===== src/rtl/cp_pkg.sv =====
package cp_pkg;

  typedef enum logic [1:0] {
    CP_START  = 2'd0,
    CP_WAIT   = 2'd1,
    CP_ARMED  = 2'd2,
    CP_PULSE  = 2'd3
  } cp_phase_e;

  function automatic int unsigned cp_width(input int unsigned max_val);
    return (max_val > 1) ? $clog2(max_val + 1) : 1;
  endfunction

endpackage


===== src/rtl/cp_ms_prescale.sv =====
module cp_ms_prescale #(
  parameter int unsigned CLKS_PER_MS = 10000
) (
  input  logic clk,
  input  logic rst_n,
  input  logic restart,
  output logic ms_tick
);
  generate
    if (CLKS_PER_MS <= 1) begin : g_pass
      assign ms_tick = 1'b1;
    end else begin : g_div
      localparam int unsigned CW = $clog2(CLKS_PER_MS);
      localparam logic [CW-1:0] LAST = CW'(CLKS_PER_MS - 1);
      logic [CW-1:0] cnt_q;

      assign ms_tick = (cnt_q == LAST);

      always_ff @(posedge clk) begin
        if (!rst_n || restart || ms_tick) cnt_q <= '0;
        else                              cnt_q <= cnt_q + 1'b1;
      end
    end
  endgenerate
endmodule


===== src/rtl/cp_start_seq.sv =====
module cp_start_seq #(
  parameter int unsigned CLKS_PER_MS = 10000,
  parameter int unsigned INIT_MS     = 20000,
  parameter int unsigned SQ_HALF_MS  = 250
) (
  input  logic clk,
  input  logic rst_n,
  output logic busy,
  output logic square
);
  localparam int unsigned IW = cp_pkg::cp_width(INIT_MS);
  localparam int unsigned HW = cp_pkg::cp_width(SQ_HALF_MS);
  localparam logic [IW-1:0] INIT_LAST = IW'(INIT_MS - 1);
  localparam logic [HW-1:0] HALF_LAST = HW'(SQ_HALF_MS - 1);

  logic          tick;
  logic [IW-1:0] ms_q;
  logic [HW-1:0] half_q;

  cp_ms_prescale #(.CLKS_PER_MS(CLKS_PER_MS)) u_pre (
    .clk     (clk),
    .rst_n   (rst_n),
    .restart (1'b0),
    .ms_tick (tick)
  );

  always_ff @(posedge clk) begin
    if (!rst_n) begin
      busy   <= 1'b1;
      square <= 1'b1;
      ms_q   <= '0;
      half_q <= '0;
    end else if (busy && tick) begin
      ms_q <= ms_q + 1'b1;
      if (ms_q == INIT_LAST) busy <= 1'b0;
      if (half_q == HALF_LAST) begin
        half_q <= '0;
        square <= ~square;
      end else begin
        half_q <= half_q + 1'b1;
      end
    end
  end
endmodule


===== src/rtl/cp_pulse_timer.sv =====
module cp_pulse_timer #(
  parameter int unsigned CLKS_PER_MS = 10000,
  parameter int unsigned MSW         = 10
) (
  input  logic           clk,
  input  logic           rst_n,
  input  logic           start,
  input  logic [MSW-1:0] load_ms,
  input  logic           drive_in,
  input  logic           level_in,
  output logic           active,
  output logic           drive,
  output logic           level,
  output logic           done
);
  logic           tick;
  logic [MSW-1:0] left_q;

  cp_ms_prescale #(.CLKS_PER_MS(CLKS_PER_MS)) u_pre (
    .clk     (clk),
    .rst_n   (rst_n),
    .restart (start),
    .ms_tick (tick)
  );

  assign done = active && tick && (left_q == MSW'(1));

  always_ff @(posedge clk) begin
    if (!rst_n) begin
      active <= 1'b0;
      drive  <= 1'b0;
      level  <= 1'b0;
      left_q <= '0;
    end else if (start) begin
      active <= 1'b1;
      drive  <= drive_in;
      level  <= level_in;
      left_q <= load_ms;
    end else if (done) begin
      active <= 1'b0;
      drive  <= 1'b0;
      level  <= 1'b0;
      left_q <= '0;
    end else if (active && tick) begin
      left_q <= left_q - 1'b1;
    end
  end
endmodule


===== src/rtl/chargepump_pulse_ctrl.sv =====
module chargepump_pulse_ctrl #(
  parameter int unsigned ERR_W          = 8,
  parameter int unsigned CLKS_PER_MS    = 10000,
  parameter int unsigned MS_PER_COUNT   = 5,
  parameter int unsigned INIT_MS        = 20000,
  parameter int unsigned SQ_HALF_MS     = 250,
  parameter bit          POS_DRIVE_HIGH = 1'b1
) (
  input  logic             clk,
  input  logic             rst_n,
  input  logic             pps_tick,
  input  logic             err_valid,
  output logic             err_ready,
  input  logic [ERR_W-1:0] err_value,
  output logic             pump_level,
  output logic             pump_oe,
  output logic             led_on
);
  import cp_pkg::*;

  localparam int unsigned MAX_MAG = 1 << (ERR_W - 1);
  localparam int unsigned MSW     = cp_width(MAX_MAG * MS_PER_COUNT);

  cp_phase_e phase_q;
  logic      pps_pend_q;
  logic      init_busy, init_sq;
  logic      accept;
  logic [ERR_W-1:0] mag;
  logic [MSW-1:0]   load_ms;
  logic      t_active, t_drive, t_level, t_done;
  logic      err_neg, err_zero, lvl_sel;

  cp_start_seq #(
    .CLKS_PER_MS (CLKS_PER_MS),
    .INIT_MS     (INIT_MS),
    .SQ_HALF_MS  (SQ_HALF_MS)
  ) u_start (
    .clk    (clk),
    .rst_n  (rst_n),
    .busy   (init_busy),
    .square (init_sq)
  );

  assign err_neg  = err_value[ERR_W-1];
  assign err_zero = (err_value == '0);
  assign mag      = err_neg ? (~err_value + 1'b1) : err_value;
  assign load_ms  = (err_zero ? MSW'(1) : MSW'(mag)) * MSW'(MS_PER_COUNT);
  assign lvl_sel  = err_neg ? ~POS_DRIVE_HIGH : POS_DRIVE_HIGH;

  assign err_ready = (phase_q == CP_ARMED);
  assign accept    = err_valid && err_ready;

  cp_pulse_timer #(
    .CLKS_PER_MS (CLKS_PER_MS),
    .MSW         (MSW)
  ) u_timer (
    .clk      (clk),
    .rst_n    (rst_n),
    .start    (accept),
    .load_ms  (load_ms),
    .drive_in (~err_zero),
    .level_in (lvl_sel),
    .active   (t_active),
    .drive    (t_drive),
    .level    (t_level),
    .done     (t_done)
  );

  always_ff @(posedge clk) begin
    if (!rst_n) begin
      phase_q    <= CP_START;
      pps_pend_q <= 1'b0;
    end else begin
      unique case (phase_q)
        CP_START: if (!init_busy) phase_q <= CP_WAIT;
        CP_WAIT:  if (pps_tick)   phase_q <= CP_ARMED;
        CP_ARMED: if (accept)     phase_q <= CP_PULSE;
        CP_PULSE: begin
          if (pps_tick) pps_pend_q <= 1'b1;
          if (t_done) begin
            phase_q    <= (pps_pend_q || pps_tick) ? CP_ARMED : CP_WAIT;
            pps_pend_q <= 1'b0;
          end
        end
        default: phase_q <= CP_START;
      endcase
    end
  end

  always_comb begin
    if (init_busy) begin
      pump_oe    = 1'b1;
      pump_level = init_sq;
      led_on     = 1'b0;
    end else begin
      pump_oe    = t_active && t_drive;
      pump_level = t_active && t_drive && t_level;
      led_on     = t_active;
    end
  end
endmodule


===== config.mk =====
export PLATFORM = sky130hd
export DESIGN_NAME = chargepump_pulse_ctrl
export DESIGN_NICKNAME = d
export VERILOG_FILES = /design/src/rtl/cp_pkg.sv /design/src/rtl/cp_ms_prescale.sv /design/src/rtl/cp_start_seq.sv /design/src/rtl/cp_pulse_timer.sv /design/src/rtl/chargepump_pulse_ctrl.sv
export SDC_FILE = /design/constraint.sdc
export NUM_CORES = 1
export LEC_CHECK = 0
export CORE_UTILIZATION = 45
export DETAILED_ROUTE_END_ITERATION = 7
export SKIP_LAST_GASP = 1
export SLEW_MARGIN = 0
export SYNTH_ARGS = -nofsm -noshare
export SYNTH_HDL_FRONTEND = slang
export SYNTH_SLANG_ARGS = --single-unit

===== constraint.sdc =====
create_clock -name clk -period 4.7 [get_ports clk]
set_clock_uncertainty 0.1 [all_clocks]
set_input_delay 1.41 -clock clk [delete_from_list [all_inputs] [get_ports clk]]
set_output_delay 1.41 -clock clk [all_outputs]
set_load 0.005 [all_outputs]

==> results of run 1 <==
[cell type report]
cell class,instances,area share [%]
repair buffers,24,5.08
clock inverters,7,1.72
well taps,105,3.07
inverters,14,1.23
flip-flops and latches,69,32.2
clock buffers,9,2.89
multi-input cells,359,53.8
[kinds of logic after synthesis]
group | Yosys count
and+or+nand+nor | 206
buffers and inverters | 31
muxes | 10
DFF | 69
AOI/OAI and AO/OA | 81
xor gates and xnor gates | 43
adders and majority gates | 19
[per-stage QoR]
| stage | area [um^2] | setup TNS (ns) | hold WS (ns) | setup WS (ns) | std cells |
|---|---|---|---|---|---|
| finish | 4280 | 0 | 0.369 | 0.301 | 587 |
| floorplan | 3810 | 0 | 0.330 | 0.504 | 459 |
| detailed placement | 4090 | -0.0218 | 0.354 | -0.0218 | 571 |
| CTS | 4280 | 0 | 0.373 | 0.333 | 587 |
| global placement | 4090 | 0 | 0.340 | 0.120 | 571 |
| global route | 4280 | 0 | 0.403 | 0.0486 | 587 |
[placed cells by master, fill, tap and decap left out, drive strengths merged, types with 9 or more instances in the layout]
cell and n:
dfxtp 69, nand4 14, nand2 42, a21oi 20, buf 9, nand2b 10
ha 18, and3 12, nor3 13, clkbuf 9, xor2 23, nor2 51
inv 15, nand3 26, o21ai 24, xnor2 20, clkdlybuf4s50 15
[worst paths after layout]
check | startpoint | end | slack, ns | depth (start not counted)
worst max-delay path | err_value[0] | u_timer.left_q[9]$_SDFFE_PN0P_ | 0.30 | 15
worst min-delay path | u_start.u_pre.g_div.cnt_q[0]$_SDFF_PP0_ | u_start.u_pre.g_div.cnt_q[0]$_SDFF_PP0_ | 0.37 | 1
worst max register to register | u_timer.u_pre.g_div.cnt_q[0]$_SDFF_PP0_ | u_timer.left_q[5]$_SDFFE_PN0P_ | 2.17 | 6
worst min register to register | u_start.u_pre.g_div.cnt_q[0]$_SDFF_PP0_ | u_start.u_pre.g_div.cnt_q[0]$_SDFF_PP0_ | 0.37 | 1
[metal layers]
layer  part of all wire [%]  vias up  track usage [%]
li1                       -     1673                -
met4                   0.62        0             6.03
met3                    3.2        4             3.88
met1                     50     1458             24.9
met5                      0        -                0
met2                     46       36             30.0
[power by group]
part	internal (mW)	switching (mW)	total [mW]
Combinational	0.0522	0.0626	0.115
Sequential	0.589	0.00426	0.593
Clock	0.248	0.237	0.485
[sequential cells by signal, indices dropped and copies added (netlist names)]
name                       count
u_timer.drive                  1
u_timer.active                 1
u_start.u_pre.g_div.cnt_q     14
u_start.ms_q                  15
phase_q                        2
pps_pend_q                     1
u_start.square                 1
u_start.busy                   1
u_timer.u_pre.g_div.cnt_q     14
u_timer.left_q                10
u_timer.level                  1
u_start.half_q                 8
[synth_stat cells (5+ instances only)]
library cell               count  area share (%)
sky130_fd_sc_hd__nor4_1        5            0.82
sky130_fd_sc_hd__nor3_1       13             1.7
sky130_fd_sc_hd__o31ai_1       5            0.98
sky130_fd_sc_hd__nor3b_1       5            0.98
sky130_fd_sc_hd__and3_1       12             2.0
sky130_fd_sc_hd__xor2_1       23             5.3
sky130_fd_sc_hd__nand2b_1     10             1.6
sky130_fd_sc_hd__nand4_1      14             2.3
sky130_fd_sc_hd__nor2_1       51             5.0
sky130_fd_sc_hd__clkbuf_1     15             1.5
sky130_fd_sc_hd__o21ai_0      24             3.2
sky130_fd_sc_hd__mux2i_1       8             2.1
sky130_fd_sc_hd__inv_1        13             1.3
sky130_fd_sc_hd__xnor2_1      20             4.6
sky130_fd_sc_hd__a21oi_1      20             2.6
sky130_fd_sc_hd__nand3_1      25             3.3
sky130_fd_sc_hd__or4_1         5            0.98
sky130_fd_sc_hd__nand2_1      41             4.0
sky130_fd_sc_hd__or3_1         6            0.98
sky130_fd_sc_hd__ha_1         18             5.9
sky130_fd_sc_hd__dfxtp_1      69              36
==> reports/results.md, run 1 <==
| Parameter | Reported |
|:---|:---|
| Run status | finished clean |
| Share of cell area taken by muxes after synthesis | 2.69% |
| Number of synthesized flops with an enable pin | 0 |
| Average via count per standard cell | 5.40 |
| Effective utilization at floorplan | 46.4% |
| Number of distinct library cell variants in the gate-level netlist after synthesis | 52 |
| Combinational family with the most area after synthesis | simple AND/OR/NAND/NOR gates |
| CP Capture Type | flip-flop |
| Number of global-route vias before repair | 2889 |
| Ordered list of cells on the worst path | clkdlybuf4s50_1, inv_1, ha_1, nor3b_1, nand2_1, nand2_1, o21ai_0, ha_1, ha_1, fa_1, a211oi_1, o21bai_1, a21oi_1, xnor2_1, o211a_1 |
| Most used cell, CP | sky130_fd_sc_hd__ha_1 |
| Number of hold-repair buffers added at the cts stage | 0 |
| Area of the die | 8840 um^2 |
| Fraction of layout cells with a size suffix above 1 | 6.64% |
| CTS resizes | 0 |
| Quantity of I/O buffers inserted on ports | 15 |
| Final hold violation count | 0 |
| Per-cell routed wire length | 13.2 um |
| Syn Inst Count | 459 |
| Unrepaired setup endpoints after global routing | no |
| Clock Path Buffers | 2 |
| Standard cell with the maximum stage delay on the critical path | sky130_fd_sc_hd__fa_1 |
| GR Overflow Total | 0 |
| I/O pin total | 16 |
| Fillers | 784 |
| Maximum clock frequency | 0.227 GHz |
| Synthesized flop and latch total | 69 |
| Clock latency on the worst-skew pair | 0.34 ns |
| Total number of vias | 3171 |
| Sum of buffers and inverters on the critical path | 2 |
| Sequential area share after synthesis | 36.2% |
| Diode insertion count for antenna repair | 0 |
| Max-Cap Viols | 0 |
| Finished Core Util | 52.1% |
| Warning count from the yosys run | 0 |
| Max-slew violations | 0 |
| Total power divided by cell area | 278 nW/um^2 |
| Total chip power | 1.19 mW |
| Remaining design rule violation count | 0 |
| Class of the most critical setup path | in -> reg |
| Signed area change from the synthesized netlist to the final layout | 12.4% |
| Minimum clock period | 4.40 ns |
| Most used DFF post-synth | sky130_fd_sc_hd__dfxtp_1 |
| Clk sinks | 69 |
| Post-CTS setup repair buffer count | 0 |
| H-tree lvl count | 3 |
| Area occupied by multi-input gates | 2300 um^2 |
| Highest cell delay on the worst timing path | 0.44 ns |
| Worst vdd rail ir drop | 0.145 mV |
| Tightest Pin Transition | 0.645 ns |
| Weighted congestion at the end of routability-driven global placement | 0.812 |
| Initial antenna violation count | 0 |
| Placed wire-length estimate after detailed placement | 5420 um |
| Synthesized-area fraction occupied by adder cells | 6.43% |
| Root buffer cell | sky130_fd_sc_hd__clkbuf_8 |
| WP data arrival | 4.54 ns |
| Net Count, Synth | 490 |
| Startpoint type of the worst setup path | primary input |
| Final setup vio count | 0 |
| Pin count of the biggest net entering global routing | 34 |
| Die boundary height | 94.0 um |
| Cell Area, Synth | 3810 um^2 |
| Die width | 94.0 um |
| CP Data Required Time | 4.84 ns |
| Antenna violation net count after detailed routing | 0 |
| Mean instance size in the synthesized netlist | 8.31 um^2 |
| FF+latch area | 1380 um^2 |
| Worst max-slew margin expressed relative to the limit | 56.9% |
| Drt first-iter violations | 152 |
| Synthesized-area fraction occupied by xor and xnor cells | 9.88% |
| Total core area | 8220 um^2 |
| Worst path top cell family by delay | adder cells |
| Worst-path fanout max | 3 |
| Inserted Clock Buffers | 9 |
| Post-route clock period utilization | 93.6% |
| Post-synthesis simple-gate area fraction | 27.7% |
| Final net count | 508 |
| Num rows | 33 |
| TritonRoute pass-1 iters | 4 |
| FFs w/ async S/R, synth | 0% |
| Compound-Gate Fraction of Synth Area | 13.7% |
| First-pass GRT wire length | 13100 um |
| Clock transition at the registers of the reported paths | 0.08 ns |
| Leakage power of the design | 1.68 nW |
| CTS tree | yes |
| GRT Resource Usage Total | 18.7% |
| Routed Wire Length | 7750 um |
| Worst hold path type | reg -> reg |
No activity file was read; power rests on OpenSTA's default activity.
==> run 2: changes to the inputs <==
Settings changed: CTS_BUF_LIST from default to sky130_fd_sc_hd__clkbuf_16.
==> reports/results.md, run 2 (synthesized netlist as in run 1, its figures left out) <==
| Parameter | Reported |
|:---|:---|
| CP Data Required Time | 4.81 ns |
| Clock latency on the worst-skew pair | 0.33 ns |
| Number of hold-repair buffers added at the cts stage | 0 |
| Clock transition at the registers of the reported paths | 0.06 ns |
| H-tree lvl count | 3 |
| GR Overflow Total | 0 |
| Final hold violation count | 0 |
| Final setup vio count | 0 |
| Highest cell delay on the worst timing path | 0.44 ns |
| Inserted Clock Buffers | 9 |
| Root buffer cell | sky130_fd_sc_hd__clkbuf_16 |
| First-pass GRT wire length | 13100 um |
| Biggest regs | u_start.ms_q x15, u_start.u_pre.g_div.cnt_q x14, u_timer.u_pre.g_div.cnt_q x14 |
| CP Capture Type | flip-flop |
| Total power divided by cell area | 315 nW/um^2 |
| Minimum clock period | 4.42 ns |
| GRT Resource Usage Total | 18.8% |
| Num rows | 33 |
| Clk sinks | 69 |
| Leakage power of the design | 1.72 nW |
| Standard cell area after detailed placement | 4090 um^2 |
| Placed wire-length estimate after detailed placement | 5420 um |
| Worst path top cell family by delay | adder cells |
| Max-Cap Viols | 0 |
| Run status | finished clean |
| Number of flip-flops in the largest register | 15 |
| Unrepaired setup endpoints after global routing | no |
| Diode insertion count for antenna repair | 0 |
| Startpoint type of the worst setup path | primary input |
| Clock Path Buffers | 2 |
| Standard cell with the maximum stage delay on the critical path | sky130_fd_sc_hd__fa_1 |
| Met2 Resource Use GR | 29.9% |
| Met3 GRT Util | 3.64% |
| Post-route clock period utilization | 94.1% |
| Ordered list of cells on the worst path | clkdlybuf4s50_1, inv_1, ha_1, nor3b_1, nand2_1, nand2_1, o21ai_0, ha_1, ha_1, fa_1, a211oi_1, o21bai_1, a21oi_1, xnor2_1, o211a_1 |
| FF+latch area | 1380 um^2 |
| Routed Wire Length | 7730 um |
| Maximum clock frequency | 0.226 GHz |
| Drt first-iter violations | 182 |
| Sum of buffers and inverters on the critical path | 2 |
| Per-cell routed wire length | 13.2 um |
| Final net count | 508 |
| Worst max-slew margin expressed relative to the limit | 57.4% |
| Pin count of the biggest net entering global routing | 34 |
| Design area | 4390 um^2 |
| Tightest Pin Transition | 0.634 ns |
| Number of global-route vias before repair | 2900 |
| I/O pin total | 16 |
| Effective utilization at floorplan | 46.4% |
| M1 GR Usage | 25.0% |
| Most congested layer reported by global routing | met2 |
| Most common library cell in the layout ignoring fill and taps | sky130_fd_sc_hd__dfxtp_1 |
| Total chip power | 1.38 mW |
| Most used cell, CP | sky130_fd_sc_hd__ha_1 |
| CTS tree | yes |
| Finished Core Util | 53.4% |
| Signed area change from the synthesized netlist to the final layout | 15.0% |
| Quantity of I/O buffers inserted on ports | 15 |
| Weighted congestion at the end of routability-driven global placement | 0.812 |
| Die width | 94.0 um |
| Class of the most critical setup path | in -> reg |
| Total number of vias | 3174 |
| Worst hold path type | reg -> reg |
| Total core area | 8220 um^2 |
| TritonRoute pass-1 iters | 4 |
| Antenna violation net count after detailed routing | 0 |
| Max-slew violations | 0 |
| Largest register by flop count | u_start.ms_q |
| Area occupied by multi-input gates | 2300 um^2 |
| Fillers | 779 |
| Fraction of layout cells with a size suffix above 1 | 6.64% |
| Post-CTS setup repair buffer count | 0 |
| WP data arrival | 4.54 ns |
| Remaining design rule violation count | 0 |
| Initial antenna violation count | 0 |
| CTS resizes | 0 |
| Total negative slack | 0 ns |
| Area of the die | 8840 um^2 |
| Average via count per standard cell | 5.41 |
| Worst-path fanout max | 3 |
| Die boundary height | 94.0 um |
| Commonest cells after routing, fill and taps aside | 69 x sky130_fd_sc_hd__dfxtp_1, 51 x sky130_fd_sc_hd__nor2_1, 41 x sky130_fd_sc_hd__nand2_1, 25 x sky130_fd_sc_hd__nand3_1, 24 x sky130_fd_sc_hd__o21ai_0 |
| Worst vdd rail ir drop | 0.176 mV |
## run 2: cell counts in the layout (fill, tap and decap cells not counted)
Identical to the previous run, type by type.
## run 2: report_power, final
group	leakage, nW	switching, mW	internal, mW
clock network	0.146	0.259	0.413
logic	1.02	0.0629	0.0523
registers	0.557	0.00420	0.590
total	1.72	0.326	1.06
## run 2: layer usage
metal | vias up | routed length [um]
li1 | 1677 | -
met1 | 1462 | 3980
met2 | 33 | 3510
met3 | 2 | 199
met4 | 0 | 40
met5 | - | 0
## run 2: cell type report
class | count | area share, %
clock buffers | 9 | 5.14
multi-input cells | 359 | 52.5
repair buffers | 24 | 4.96
inverters | 14 | 1.20
clock inverters | 7 | 1.68
well taps | 105 | 3.00
flip-flops and latches | 69 | 31.5
## run 2: worst reg2reg max path: stages (launching register included)
cell and delay (ns):
sky130_fd_sc_hd__dfxtp_1 0.33, sky130_fd_sc_hd__or4b_1 0.51, sky130_fd_sc_hd__and4bb_1 0.59, sky130_fd_sc_hd__and2_1 0.52
sky130_fd_sc_hd__nand4_1 0.20, sky130_fd_sc_hd__mux2i_1 0.15
## run 2: final timing paths
path                                                          startpoint                                 endpoint  slack [ns]  cells after the start
worst min register to register   u_start.u_pre.g_div.cnt_q[0]$_SDFF_PP0_  u_start.u_pre.g_div.cnt_q[0]$_SDFF_PP0_        0.36                      1
worst max register to register  u_start.u_pre.g_div.cnt_q[11]$_SDFF_PP0_             u_start.ms_q[4]$_SDFFE_PN0P_        2.19                      5
worst min-delay path             u_start.u_pre.g_div.cnt_q[0]$_SDFF_PP0_  u_start.u_pre.g_div.cnt_q[0]$_SDFF_PP0_        0.36                      1
worst max-delay path                                        err_value[0]           u_timer.left_q[9]$_SDFFE_PN0P_        0.28                     15
## run 2: metrics by stage
| step | setup WS, ns | cells | hold WS, ns |
|---|---|---|---|
| floorplan | 0.504 | 459 | 0.330 |
| global placement | 0.120 | 571 | 0.340 |
| detailed placement | -0.0218 | 571 | 0.354 |
| CTS | 0.308 | 587 | 0.368 |
| global route | 0.0203 | 587 | 0.398 |
| finish | 0.279 | 587 | 0.361 |
==> run 3: changes to the inputs <==
Settings changed: CTS_CLUSTER_SIZE from default to 28.
==> results of run 3 <==
The final DEF is identical to that of run 2; final timing and power are the same.
